==> src/rtl/lcd_stn_pkg.sv <==
// Shared constants and helpers for the STN timing generator.
// Assumes 16-bit memory words and four panel pixels per pixel clock.
package lcd_stn_pkg;

    localparam int WORD_W       = 16;
    localparam int PIX_PER_PCLK = 4;

    // Pixel-clock slots served by one halfword for a depth code.
    function automatic logic [2:0] slots_per_word(input logic [1:0] code);
        unique case (code)
            2'd0:    return 3'd4;
            2'd1:    return 3'd2;
            default: return 3'd1;
        endcase
    endfunction

    // MSB of each of the four pixels in slot 'sub' of halfword 'w'.
    function automatic logic [3:0] panel_nibble(input logic [WORD_W-1:0] w,
                                                input logic [1:0]        sub,
                                                input logic [1:0]        code);
        logic [3:0] n;
        logic [3:0] idx;
        for (int p = 0; p < PIX_PER_PCLK; p++) begin
            unique case (code)
                2'd0:    idx = {sub, 2'(p)};
                2'd1:    idx = {sub[0], 2'(p), 1'b1};
                default: idx = {2'(p), 2'b11};
            endcase
            n[p] = w[idx];
        end
        return n;
    endfunction

endpackage

==> src/rtl/lcd_phase_gen.sv <==
// Slot phase counter. Each pixel slot lasts DIV clocks; strobes mark the
// fetch, load, clock-rise and slot-end phases. Assumes DIV >= 4.
module lcd_phase_gen #(
    parameter int DIV = 4
) (
    input  logic clk,
    input  logic rst_n,
    input  logic run,
    output logic st_fetch,
    output logic st_load,
    output logic st_rise,
    output logic st_end
);
    localparam int PW = $clog2(DIV);

    logic [PW-1:0] phase_q;

    // Advance the phase within a slot, parked at zero while stopped.
    always_ff @(posedge clk) begin
        if (!rst_n || !run)               phase_q <= '0;
        else if (phase_q == PW'(DIV - 1)) phase_q <= '0;
        else                              phase_q <= phase_q + PW'(1);
    end

    assign st_fetch = run && (phase_q == PW'(0));
    assign st_load  = run && (phase_q == PW'(1));
    assign st_rise  = run && (phase_q == PW'(2));
    assign st_end   = run && (phase_q == PW'(DIV - 1));
endmodule

==> src/rtl/lcd_raster.sv <==
// Slot and line counters plus the panel clock, frame sync and AC bias
// outputs. Width and line count are shadowed while stopped and at frame end.
module lcd_raster #(
    parameter int WID_W  = 7,
    parameter int LINE_W = 10
) (
    input  logic              clk,
    input  logic              rst_n,
    input  logic              run,
    input  logic              st_rise,
    input  logic              st_end,
    input  logic [WID_W-1:0]  cfg_width16,
    input  logic [LINE_W-1:0] cfg_lines,
    output logic              in_data,
    output logic              frame_wrap,
    output logic              pclk,
    output logic              lclk,
    output logic              frm,
    output logic              acb
);
    localparam int SLOT_W = WID_W + 2;

    logic [WID_W-1:0]  width_s;
    logic [LINE_W-1:0] lines_s;
    logic [SLOT_W-1:0] slot_q;
    logic [LINE_W-1:0] line_q;
    logic [SLOT_W-1:0] n_slots;
    logic              last_line;
    logic              in_line;

    assign n_slots    = {width_s, 2'b00};
    assign in_data    = (slot_q != n_slots);
    assign in_line    = !in_data;
    assign last_line  = (line_q == lines_s - LINE_W'(1));
    assign frame_wrap = st_end && in_line && last_line;
    assign frm        = run && (line_q == '0);

    // Capture geometry while stopped and at each frame boundary.
    always_ff @(posedge clk) begin
        if (!rst_n) begin
            width_s <= '0;
            lines_s <= '0;
        end else if (!run || frame_wrap) begin
            width_s <= cfg_width16;
            lines_s <= cfg_lines;
        end
    end

    // Step through data slots, the line-clock slot and the lines of a frame.
    always_ff @(posedge clk) begin
        if (!rst_n || !run) begin
            slot_q <= '0;
            line_q <= '0;
        end else if (st_end) begin
            if (in_line) begin
                slot_q <= '0;
                line_q <= last_line ? '0 : line_q + LINE_W'(1);
            end else begin
                slot_q <= slot_q + SLOT_W'(1);
            end
        end
    end

    // Pixel and line clock pulses, high from the rise phase to slot end.
    always_ff @(posedge clk) begin
        if (!rst_n || !run) begin
            pclk <= 1'b0;
            lclk <= 1'b0;
        end else if (st_rise) begin
            pclk <= in_data;
            lclk <= in_line;
        end else if (st_end) begin
            pclk <= 1'b0;
            lclk <= 1'b0;
        end
    end

    // AC bias flips once per frame and holds while stopped.
    always_ff @(posedge clk) begin
        if (!rst_n)          acb <= 1'b0;
        else if (frame_wrap) acb <= !acb;
    end
endmodule

==> src/rtl/lcd_pixel_fetch.sv <==
// Reads halfwords from the image and turns them into 4-pixel panel nibbles.
// Assumes a fixed one-cycle read latency and lines that fill whole halfwords.
module lcd_pixel_fetch
    import lcd_stn_pkg::*;
#(
    parameter int ADDR_W = 17
) (
    input  logic              clk,
    input  logic              rst_n,
    input  logic              run,
    input  logic              st_fetch,
    input  logic              st_load,
    input  logic              st_end,
    input  logic              in_data,
    input  logic              frame_wrap,
    input  logic [1:0]        cfg_bpp,
    input  logic [ADDR_W-1:0] cfg_base,
    input  logic [WORD_W-1:0] mem_rdata,
    output logic              mem_req,
    output logic [ADDR_W-1:0] mem_addr,
    output logic [3:0]        data
);
    logic [1:0]        bpp_s;
    logic [1:0]        sub_q;
    logic [ADDR_W-1:0] addr_q;
    logic [WORD_W-1:0] word_q;
    logic [2:0]        spw;
    logic              word_start;
    logic              reload;

    assign spw        = slots_per_word(bpp_s);
    assign word_start = (sub_q == 2'd0);
    assign reload     = !run || frame_wrap;
    assign mem_req    = st_fetch && in_data && word_start;
    assign mem_addr   = addr_q;

    // Capture the depth code while stopped and at each frame boundary.
    always_ff @(posedge clk) begin
        if (!rst_n)      bpp_s <= 2'd0;
        else if (reload) bpp_s <= cfg_bpp;
    end

    // Reload the read address per frame, then step one halfword per read.
    always_ff @(posedge clk) begin
        if (!rst_n)       addr_q <= '0;
        else if (reload)  addr_q <= cfg_base & ~ADDR_W'(1);
        else if (mem_req) addr_q <= addr_q + ADDR_W'(2);
    end

    // Track which slot of the current halfword is being shown.
    always_ff @(posedge clk) begin
        if (!rst_n || reload)
            sub_q <= 2'd0;
        else if (st_end && in_data)
            sub_q <= ({1'b0, sub_q} == spw - 3'd1) ? 2'd0 : sub_q + 2'd1;
    end

    // Hold the returned halfword for the later slots that use it.
    always_ff @(posedge clk) begin
        if (!rst_n)                           word_q <= '0;
        else if (st_load && in_data && word_start) word_q <= mem_rdata;
    end

    // Present the nibble for this slot one cycle after the read returns.
    always_ff @(posedge clk) begin
        if (!rst_n || !run)
            data <= 4'd0;
        else if (st_load && in_data)
            data <= panel_nibble(word_start ? mem_rdata : word_q, sub_q, bpp_s);
    end
endmodule

==> src/rtl/lcd_stn_timing.sv <==
// Top of the monochrome STN timing generator: ties the slot phase counter,
// the raster counters and the pixel fetch path. Assumes PCLK_DIV >= 4.
module lcd_stn_timing #(
    parameter int ADDR_W   = 17,
    parameter int WID_W    = 7,
    parameter int LINE_W   = 10,
    parameter int PCLK_DIV = 4
) (
    input  logic              clk,
    input  logic              rst_n,
    input  logic              enable,
    input  logic [WID_W-1:0]  cfg_width16,
    input  logic [1:0]        cfg_bpp,
    input  logic [ADDR_W-1:0] cfg_base,
    input  logic [LINE_W-1:0] cfg_lines,
    output logic              mem_req,
    output logic [ADDR_W-1:0] mem_addr,
    input  logic [15:0]       mem_rdata,
    output logic              lcd_pclk,
    output logic              lcd_lclk,
    output logic [3:0]        lcd_data,
    output logic              lcd_frm,
    output logic              lcd_acb
);
    logic run_q;
    logic st_fetch, st_load, st_rise, st_end;
    logic in_data, frame_wrap;

    // Register the enable so every stage starts and stops together.
    always_ff @(posedge clk) begin
        if (!rst_n) run_q <= 1'b0;
        else        run_q <= enable;
    end

    lcd_phase_gen #(.DIV(PCLK_DIV)) u_phase (
        .clk      (clk),
        .rst_n    (rst_n),
        .run      (run_q),
        .st_fetch (st_fetch),
        .st_load  (st_load),
        .st_rise  (st_rise),
        .st_end   (st_end)
    );

    lcd_raster #(.WID_W(WID_W), .LINE_W(LINE_W)) u_raster (
        .clk         (clk),
        .rst_n       (rst_n),
        .run         (run_q),
        .st_rise     (st_rise),
        .st_end      (st_end),
        .cfg_width16 (cfg_width16),
        .cfg_lines   (cfg_lines),
        .in_data     (in_data),
        .frame_wrap  (frame_wrap),
        .pclk        (lcd_pclk),
        .lclk        (lcd_lclk),
        .frm         (lcd_frm),
        .acb         (lcd_acb)
    );

    lcd_pixel_fetch #(.ADDR_W(ADDR_W)) u_fetch (
        .clk        (clk),
        .rst_n      (rst_n),
        .run        (run_q),
        .st_fetch   (st_fetch),
        .st_load    (st_load),
        .st_end     (st_end),
        .in_data    (in_data),
        .frame_wrap (frame_wrap),
        .cfg_bpp    (cfg_bpp),
        .cfg_base   (cfg_base),
        .mem_rdata  (mem_rdata),
        .mem_req    (mem_req),
        .mem_addr   (mem_addr),
        .data       (lcd_data)
    );
endmodule

==> config.mk <==
export PLATFORM = sky130hd
export DESIGN_NAME = lcd_stn_timing
export DESIGN_NICKNAME = d
export VERILOG_FILES = /design/src/rtl/lcd_stn_pkg.sv /design/src/rtl/lcd_phase_gen.sv /design/src/rtl/lcd_raster.sv /design/src/rtl/lcd_pixel_fetch.sv /design/src/rtl/lcd_stn_timing.sv
export SDC_FILE = /design/constraint.sdc
export NUM_CORES = 1
export LEC_CHECK = 0
export ABC_CLOCK_PERIOD_IN_PS = 7160
export BUFFER_PORTS_ARGS = -buffer_cell sky130_fd_sc_hd__buf_2
export CAP_MARGIN = 20
export CELL_PAD_IN_SITES_DETAIL_PLACEMENT = 1
export CELL_PAD_IN_SITES_GLOBAL_PLACEMENT = 2
export CORE_MARGIN = 1.5
export CORE_UTILIZATION = 25
export CTS_BUF_LIST = sky130_fd_sc_hd__clkbuf_2
export DETAILED_ROUTE_END_ITERATION = 8
export PLACE_DENSITY = 0.75
export SLEW_MARGIN = 20
export SYNTH_ARGS = -nofsm -noshare
export SYNTH_HDL_FRONTEND = slang
export SYNTH_SLANG_ARGS = --single-unit
==> constraint.sdc <==
create_clock -name clk -period 7.16 [get_ports clk]
set_input_delay 0.358 -clock clk [delete_from_list [all_inputs] [get_ports clk]]
set_output_delay 0.358 -clock clk [all_outputs]
set_load 0.02 [all_outputs]
After elaboration in Yosys (flattened, before gate mapping)
Cells that the tools add are included.
{ "totals": {"reg_bits": 83, "input_bits": 55} }
{ "classes": {"n_addsub": 7, "magnitude_cmp": 4, "n_eq_ne": 7, "muxes": 30, "bitwise": 2, "reduce_logical": 28} }
{ "op_table": {"columns": ["op", "count"], "rows": [
  ["$mux W17", 2],
  ["$mux W4", 8],
  ["$pmux W4 S2", 4],
  ["$lt A4 B5 Y1 const B", 4],
  ["$add A17 B2 Y17 const B", 1],
  ["$bmux W1 S4", 4],
  ["$mux W16", 1],
  ["$logic_and A1 B1 Y1", 12],
  ["$add A10 B1 Y10 const B", 1],
  ["$eq A10 B10 Y1", 1],
  ["$logic_not A10 Y1", 1],
  ["$mux W10", 1],
  ["$sub A10 B1 Y10 const B", 1],
  ["$add A9 B1 Y9 const B", 1],
  ["$mux W9", 1],
  ["$ne A9 B9 Y1", 1],
  ["$mux W1", 7],
  ["$logic_not A2 Y1", 3],
  ["$pmux W3 S2", 1],
  ["$add A2 B1 Y2 const B", 2],
  ["$eq A2 B1 Y1 const B", 2],
  ["$eq A2 B2 Y1 const B", 2],
  ["$logic_not A1 Y1", 4],
  ["$reduce_bool A2 Y1", 2],
  ["7 further kinds", 11]
]} }

Logic depth before layout (Yosys ltp)
Gate-level depths: netlist of the first run.
{ "depth": {"ltp_word": 7, "ltp_mapped": 11, "depth_no_buf": 10} }

Cells and area by module
From an unflattened synthesis of the first run, not the netlist that was laid out.
{ "hier_totals": {"cells_unflattened": 540, "hier_area_um2": 4540.6} }
{ "modules_own_cells": {"columns": ["module", "instances", "cells_each", "area_per_inst_um2"], "rows": [
  ["lcd_pixel_fetch", 1, 270, 2195.9],
  ["lcd_raster", 1, 254, 2167.1],
  ["lcd_phase_gen", 1, 14, 151.4],
  ["lcd_stn_timing", 1, 2, 26.3]
]} }

Worst setup path after synthesis of the first run
No wires, ideal clock.
{ "synth_path": {"kind": "reg2reg", "start": "register u_fetch.sub_q[0]", "end": "register u_fetch.data[0]", "setup_ns": 0.128, "arrival_time_ns": 2.556, "path_slack_ns": 4.477, "path_stages_with_launch": 11, "n_path_buf": 3, "synth_period_minus_slack_ns": 2.683, "cell_sequence": "dfxtp_1 > clkbuf_1 > inv_1 > ha_1 > clkbuf_1 > clkbuf_1 > mux4_2 > a21oi_1 > a21oi_1 > o22ai_1 > nor2_1"} }
{ "synth_via": {"elab_chain_len": 5} }
{ "synth_rtl": {"columns": ["element", "line_no", "rtl"], "rows": [
  ["start: declaration", "lcd_pixel_fetch.sv:24", "logic [1:0] sub_q;"],
  ["start signal: assignment", "lcd_pixel_fetch.sv:55", "sub_q <= ({1'b0, sub_q} == spw - 3'd1) ? 2'd0 : sub_q + 2'd1;"],
  ["$pmux W4 S2", "lcd_stn_pkg.sv:24", "unique case (code)"],
  ["$mux W4", "lcd_pixel_fetch.sv:68", "else if (st_load && in_data)"],
  ["$mux W4", "lcd_pixel_fetch.sv:66", "if (!rst_n || !run)"],
  ["$bmux W1 S4 *", "lcd_stn_pkg.sv:29", "n[p] = w[idx];"],
  ["$mux W1 (not written as such) *", "lcd_stn_pkg.sv:29", null],
  ["end signal: assignment", "lcd_pixel_fetch.sv:69", "data <= panel_nibble(word_start ? mem_rdata : word_q, sub_q, bpp_s);"],
  ["end: declaration", "lcd_pixel_fetch.sv:21", "output logic [3:0] data"]
]} }
Every way passes the cells marked *; elsewhere a longest branch is shown, timed or not. The select of a mux whose other input is x is not followed.
A chain may end at the register's enable or synchronous reset.

Final worst setup path of the first run
{ "layout_path": {"start": "register u_raster.slot_q[7]", "end": "output port mem_req"} }
{ "layout_via": {"elab_chain_len": 3} }
{ "layout_rtl": {"columns": ["element", "line_no", "rtl"], "rows": [
  ["start: declaration", "lcd_raster.sv:25", "logic [SLOT_W-1:0] slot_q;"],
  ["start signal: assignment", "lcd_raster.sv:59", "slot_q <= slot_q + SLOT_W'(1);"],
  ["$ne A9 B9 Y1", "lcd_raster.sv:32", "assign in_data = (slot_q != n_slots);"],
  ["$logic_and A1 B1 Y1 (2 in a row)", "lcd_pixel_fetch.sv:34", "assign mem_req = st_fetch && in_data && word_start;"],
  ["end: declaration", "lcd_stn_timing.sv:16", "output logic mem_req,"]
]} }
No other way between the ends.

==> flow_metrics.py, run 1 <==
metrics = {
    "status": {
        "outcome": "completed",
    },
    "sta": {
        "final.setup_skew_ns": 0.03595,
        "period_needed_ns": 3.576,
        "worstMarginPinSlew_ns": 1.009,
        "rsz0062_at_grt": "false",
        "max_clock_freq_mhz": 279.6,
        "final_max_slew_viol_count": 0,
        "finalCritPeriodShare": 0.4995,
        "hold_viol_final": 0,
        "finalSetupViolations": 0,
        "slew_headroom": 0.3270,
        "final.setup.tns_ns": 0,
    },
    "floorplan": {
        "die-height_um": 136.5,
        "rows": 48,
        "ios": 81,
        "die_x_um": 136.5,
        "initial_core_util": 0.2568,
        "core_sq_um": 17360,
        "die-area_sq_um": 18640,
    },
    "cells_and_area": {
        "num_antenna_cells": 0,
        "area_growth_pct": 24.28,
        "drive_above_1_share": 0.1726,
        "post-route-util": 0.3192,
        "n_fill_cell": 2066,
        "design_area_sq_um": 5540,
        "final_nets": 711,
        "stdcell_count": 874,
    },
    "worst_setup_path": {
        "slowest_stage": "nor4_1",
        "crit_path_cell_trace": "xor2_1 > nor4_1 > nand2_1 > nand2b_1 > clkinv_1 > buf_2",
        "cp.arrival_ns": 3.22,
        "critPathKind": "reg2out",
        "cp-end-kind": "output port",
        "critPathMaxStageDelay_ns": 0.76,
        "cp.required_ns": 6.80,
        "worst-path-max-fanout": 10,
        "start_kind": "register",
    },
    "synth": {
        "synth.avg_cell_area_sq_um": 8.195,
        "synth_ff_type": "dfxtp_1",
        "yosysMostFrequentCell": "dfxtp_1",
        "synth_seq_area_share": 0.3682,
        "synth_warnings": 0,
        "synth_top_area_frac": 0.3682,
        "syn-cell-area_sq_um": 4458,
        "syn_inst": 544,
        "async_reset_ff_frac": 0,
        "ys_ff_latch": 82,
        "synth_nets": 611,
        "yosysUniqueCellTypes": 53,
        "synth-edff-count": 0,
        "synth_area_leaders": "dfxtp_1 37%, nand2_1 6.7%, xor2_1 4.5%",
        "synth_top_cell_by_area": "dfxtp_1",
        "ys_top_cells_by_count": "82 x dfxtp_1, 80 x nand2_1, 38 x nand3_1",
    },
    "global_route": {
        "grt_pass1_vias": 4439,
        "grt_use_total": 0.1492,
        "antenna_found_initial": 0,
        "grt_pass1_wl_mm": 22.10,
        "grt_max_degree": 52,
        "grt_util_met3": 0.02407,
        "grt_use_met2": 0.2468,
        "grt_busiest_layer": "met2",
        "grt.overflow.total": 0,
        "globalRouteMet1Util": 0.1937,
    },
    "placement": {
        "routabilityCongestion": 0.8171,
        "placed_area_sq_um": 5022,
        "place_hpwl_mm": 9.470,
        "place_inst": 817,
        "io_buffers": 78,
    },
    "detailed_routing": {
        "firstDrtPassIters": 4,
        "drcViolationCount": 0,
        "final_antenna_net_count": 0,
        "vias": 4249,
        "wl_per_cell_um": 15.16,
        "drt_wl_total_mm": 13.25,
        "viasPerCell": 4.862,
        "drt_iter0_markers": 199,
    },
    "clocking": {
        "post_cts_buffers": 0,
        "clk_pin_slew_worst_paths_ns": 0.24,
        "cts_max_level": 3,
        "cts_sinks": 82,
        "postCtsHoldBufs": 41,
        "cts_root_buffer": "clkbuf_2",
        "cts_resized": 0,
        "insertion_delay_ns": 0.58,
        "clockBufferDepth": 2,
        "numCtsBuffers": 9,
        "cts_tree": "built",
    },
    "power": {
        "p_leak_nw": 2.206,
        "ir_worst_vdd_mv": 0.05988,
        "power_mw": 0.8868,
        "power.density_nw_per_um2": 160.1,
    },
    "run": {
        "drv_cap": 0,
    },
    "hold_path": {
        "min_path_type": "in2reg",
    },
}
==> critical path: cells and delay by family (launching register included) <==
kind,cells,cell delay [ns]
AND/OR/NAND/NOR,3,1.50
flip-flops,1,0.39
buffers and inverters,2,0.58
XOR/XNOR,1,0.17
==> per-stage QoR <==
| step | setup slack [ns] | hold slack, ns |
|---|---|---|
| after floorplan | 4.477 | 0.4331 |
| after global placement | 3.911 | 0.4403 |
| after detailed placement | 3.774 | 0.4481 |
| after CTS | 3.565 | 0.01346 |
| after global routing | 3.389 | 0.05345 |
| final | 3.584 | 0.05526 |
==> layer usage <==
metal | up-vias | wire length [um]
met2 | 63 | 6279
met4 | 0 | 290
li1 | 2124 | -
met1 | 2046 | 6306
met3 | 16 | 377
met5 | - | 0
==> cells in the final DEF, fill, tap and decap left out, types with 3 or more instances in the layout <==
cell,instances
ha_1,12
buf_2,78
a31oi_1,5
dlygate4sd3_1,41
clkbuf_2,10
nand3_1,38
nor4_1,3
or3_1,5
nand2b_1,6
and4_1,4
nand4b_1,3
mux4_2,8
and3_1,12
o211ai_1,4
nand4_1,17
nand2_1,80
o21ai_1,4
xnor2_1,15
a211oi_1,6
and2_1,5
a21oi_1,34
o22a_1,5
o21ai_0,32
clkinv_2,3
nor2_1,30
nor3_1,13
inv_1,22
mux2i_1,16
xor2_1,23
dfxtp_1,82
==> power by group <==
part	switching, mW	internal [mW]	total [mW]
registers	0.0192	0.473	0.492
clock network	0.170	0.0798	0.250
logic	0.0785	0.0665	0.145
==> registers in the layout, indices dropped and copies added, names as in the netlist, 2 cells and up <==
signal,flops
u_fetch.data,4
u_raster.line_q,10
u_raster.slot_q,9
u_phase.phase_q,2
u_fetch.mem_addr,16
u_fetch.word_q,16
u_raster.lines_s,10
u_fetch.sub_q,2
u_raster.width_s,7
u_fetch.bpp_s,2
==> final cells by class <==
type                       count  area [sq um]  area share
clock buffer                  10         50.05    0.009033
sequential                    82          1642      0.2963
clock inverter                 6         57.56     0.01039
timing repair buffer         122         830.8      0.1500
inverter                      23         86.33     0.01558
tap                          225         281.5     0.05081
multi-input combinational    406          2592      0.4679
==> worst paths after layout <==
path                       start                    to  slack [ns]  cells past startpoint
max reg2reg  u_raster.lines_s[3]  u_fetch.mem_addr[10]        3.83                      7
max           u_raster.slot_q[7]               mem_req        3.58                      6
min                 cfg_base[10]  u_fetch.mem_addr[10]        0.06                      3
min reg2reg    u_fetch.word_q[4]     u_fetch.word_q[4]        0.47                      2
==> logic make-up after synthesis <==
family,after synthesis,share of synthesized area
adder cells (fa/ha/maj),12,0.03368
AO/OA/AOI/OAI,107,0.1473
XOR/XNOR,38,0.07466
multiplexers,25,0.07886
flip-flops,82,0.3682
AND/OR/NAND/NOR,223,0.2428
other,1,0.0008412
buffers and inverters,56,0.05361
Note: power is estimated with default switching activity, not from simulation.
==> run 2, diff against run 1 <==
- ABC_AREA: not set -> 1
- ABC_CLOCK_PERIOD_IN_PS: 7160 -> 3400
- PLACE_DENSITY: 0.75 -> 0.78
- clock period: 7.16 -> 3.4 ns (I/O delays scaled with it)
==> run 2 against run 1 <==
  * Setup slack worse by 3.0 ns
  * Hold slack better by 0.28 ns
  * Critical path depth did not move
  * Clock-buffer cell count rose by 1
  * Die area increased by 7.1%
  * Cell count grew 24%
==> flow_metrics.py, run 2 <==
metrics = {
    "synth": {
        "muxShareOfSynthArea": 0.002094,
        "synth.avg_cell_area_sq_um": 6.620,
        "async_reset_ff_frac": 0,
        "synth_top_area_frac": 0.3435,
        "synth-simple-area-share": 0.3340,
        "synth_warnings": 0,
        "synth_nets": 789,
        "yosysMostFrequentCell": "nand2_1",
        "synth_top_cell_by_area": "dfxtp_1",
        "synth_compound_area_frac": 0.1319,
        "yosysUniqueCellTypes": 43,
        "synth_area_leaders": "dfxtp_1 34%, nand2_1 13%, nor2_1 8.5%",
        "synth_top_family_by_area": "simple AND/OR/NAND/NOR gates",
        "syn-cell-area_sq_um": 4780,
        "synth_xor_area_frac": 0.04764,
        "syn_inst": 722,
        "synth_ff_type": "dfxtp_1",
        "ys_top_cells_by_count": "161 x nand2_1, 108 x nor2_1, 85 x inv_1",
        "synth-edff-count": 0,
        "synth_seq_area_share": 0.3435,
        "synth_fa_ha_area_frac": 0.03141,
        "ys_ff_latch": 82,
    },
    "clocking": {
        "cts_resized": 0,
        "cts_max_level": 3,
        "cts_tree": "built",
        "cts_sinks": 82,
        "clk_pin_slew_worst_paths_ns": 0.23,
        "insertion_delay_ns": 0.58,
        "numCtsBuffers": 9,
        "cts_root_buffer": "clkbuf_2",
        "clockBufferDepth": 2,
    },
    "cells_and_area": {
        "drive_above_1_share": 0.1417,
        "final_cell_mix": "161 x nand2_1, 108 x nor2_1, 85 x inv_1, 82 x dfxtp_1, 78 x buf_2",
        "final_nets": 910,
        "layout_commonest_cell": "nand2_1",
        "area_growth_pct": 25.31,
        "stdcell_count": 1082,
    },
    "global_route": {
        "grt.overflow.total": 0,
        "grt_max_degree": 36,
        "grt_pass1_wl_mm": 24.18,
        "grt_use_total": 0.1508,
        "antenna_found_initial": 1,
        "grt_pass1_vias": 4910,
    },
    "floorplan": {
        "rows": 50,
        "die_x_um": 141.3,
        "initial_core_util": 0.2555,
        "core_sq_um": 18710,
        "die-area_sq_um": 19960,
        "ios": 81,
        "die-height_um": 141.3,
    },
    "sta": {
        "worstMarginPinSlew_ns": 0.7268,
        "max_clock_freq_mhz": 359.6,
        "slew_headroom": 0.5150,
        "period_needed_ns": 2.781,
        "hold_viol_final": 0,
        "finalSetupViolations": 0,
        "final.setup.tns_ns": 0,
        "final.setup_skew_ns": 0.02003,
        "rsz0062_at_grt": "false",
        "final_max_slew_viol_count": 0,
        "finalCritPeriodShare": 0.8180,
    },
    "detailed_routing": {
        "firstDrtPassIters": 4,
        "drt_iter0_markers": 180,
        "wl_per_cell_um": 13.43,
        "vias": 4882,
        "final_antenna_net_count": 0,
        "drt_wl_total_mm": 14.53,
        "viasPerCell": 4.512,
        "drcViolationCount": 0,
    },
    "run": {
        "drv_cap": 0,
    },
    "status": {
        "outcome": "completed",
    },
    "hold_path": {
        "min_path_type": "in2reg",
    },
    "power": {
        "power_frac_clock": 0.295,
        "seq_power_share": 0.515,
        "p_leak_nw": 2.676,
        "combinationalPowerShare": 0.190,
        "switching_share": 0.3049,
        "ir_worst_vdd_mv": 0.1694,
        "power.density_nw_per_um2": 336.3,
        "switchingPower_mw": 0.6142,
        "internal_power_mw": 1.400,
    },
    "placement": {
        "place_hpwl_mm": 10.47,
        "io_buffers": 78,
        "place_inst": 1013,
        "routabilityCongestion": 0.7790,
    },
    "worst_setup_path": {
        "cp.arrival_ns": 2.61,
        "critPathKind": "reg2out",
        "start_kind": "register",
        "cp.required_ns": 3.23,
        "reg2reg_setup_slack_ns": 0.79,
        "worst-path-max-fanout": 16,
        "cp-end-kind": "output port",
    },
}
-- run 2: cell count changes after synthesis, sizes merged, moves of 6 or more --
cell / before / now
and3: 12 / 1
buf: 8 / 14
clkbuf: 25 / 12
inv: 22 / 93
mux2i: 16 / 1
mux4: 8 / 0
nand2: 80 / 167
nand2b: 6 / 0
nand3: 38 / 46
nor2: 30 / 115
o21ai: 36 / 57
xnor2: 15 / 5
-- run 2: timing repair --
action / 4_1_cts / 5_1_grt
hold buffers: 53 / 0
buffers inserted: 0 / 0
endpoints found under the hold margin: 58 / 0
-- run 2: kinds of logic after synthesis --
logic type      after synthesis
simple gates                365
buf+inv                     120
compound gates              115
flops                        82
xor+xnor                     26
fa+ha+maj                    12
other cells                   1
mux                           1
-- run 2: metrics by stage --
step	area [sq um]	setup slack (ns)	hold WS (ns)	util	total power, mW
3_3_place_gp	5334	0.8413	0.3912	0.2852	1.393
5_1_grt	5989	0.2624	0.2608	0.3202	2.150
3_5_place_dp	5334	0.8008	0.3799	0.2852	1.396
4_1_cts	5987	0.4467	0.2513	0.3201	2.062
6_report	5989	0.6190	0.3352	0.3202	2.014
2_1_floorplan	4780	1.457	0.2676	-	1.286
-- run 2: per-layer routing --
metal,up-vias,wire length [um],global-route usage
met2,62,6961,0.2637
met5,-,0,0
met3,6,370,0.03510
li1,2550,-,-
met1,2264,7091,0.1896
met4,0,108,0.02961
-- run 2: path summary, 6_finish.rpt --
kind                        from             endpoint  depth (start not counted)
max reg2reg  u_raster.lines_s[0]  u_fetch.mem_addr[1]                         16
min reg2reg    u_fetch.word_q[7]    u_fetch.word_q[7]                          2
max             u_fetch.sub_q[0]              mem_req                          6
min                       enable                run_q                          4
-- run 2: final cells by class --
cell class,instances,area [sq um]
clock inverters,4,67.56
flip-flops and latches,82,1642
diodes,1,2.502
multi-input cells,520,2619
inverters,94,352.8
repair buffers,136,958.4
fillers,2383,12720
clock buffers,11,55.05
well taps,234,292.8
-- run 2: worst max-delay path, stage by stage, from the launching register on --
cell      delay, ns
dfxtp_1        0.36
clkinv_1       0.16
ha_1           0.52
and3_1         0.23
nand2_1        0.07
inv_1          0.44
buf_2          0.27
-- run 2: power groups by stage --
stage / Combinational (mW) / Sequential [mW] / Clock [mW]
2_1_floorplan: 0.223 / 1.06 / 0
3_5_place_dp: 0.340 / 1.06 / 0
4_1_cts: 0.388 / 1.04 / 0.635
3_3_place_gp: 0.336 / 1.06 / 0
5_1_grt: 0.437 / 1.05 / 0.667
6_report: 0.382 / 1.04 / 0.594
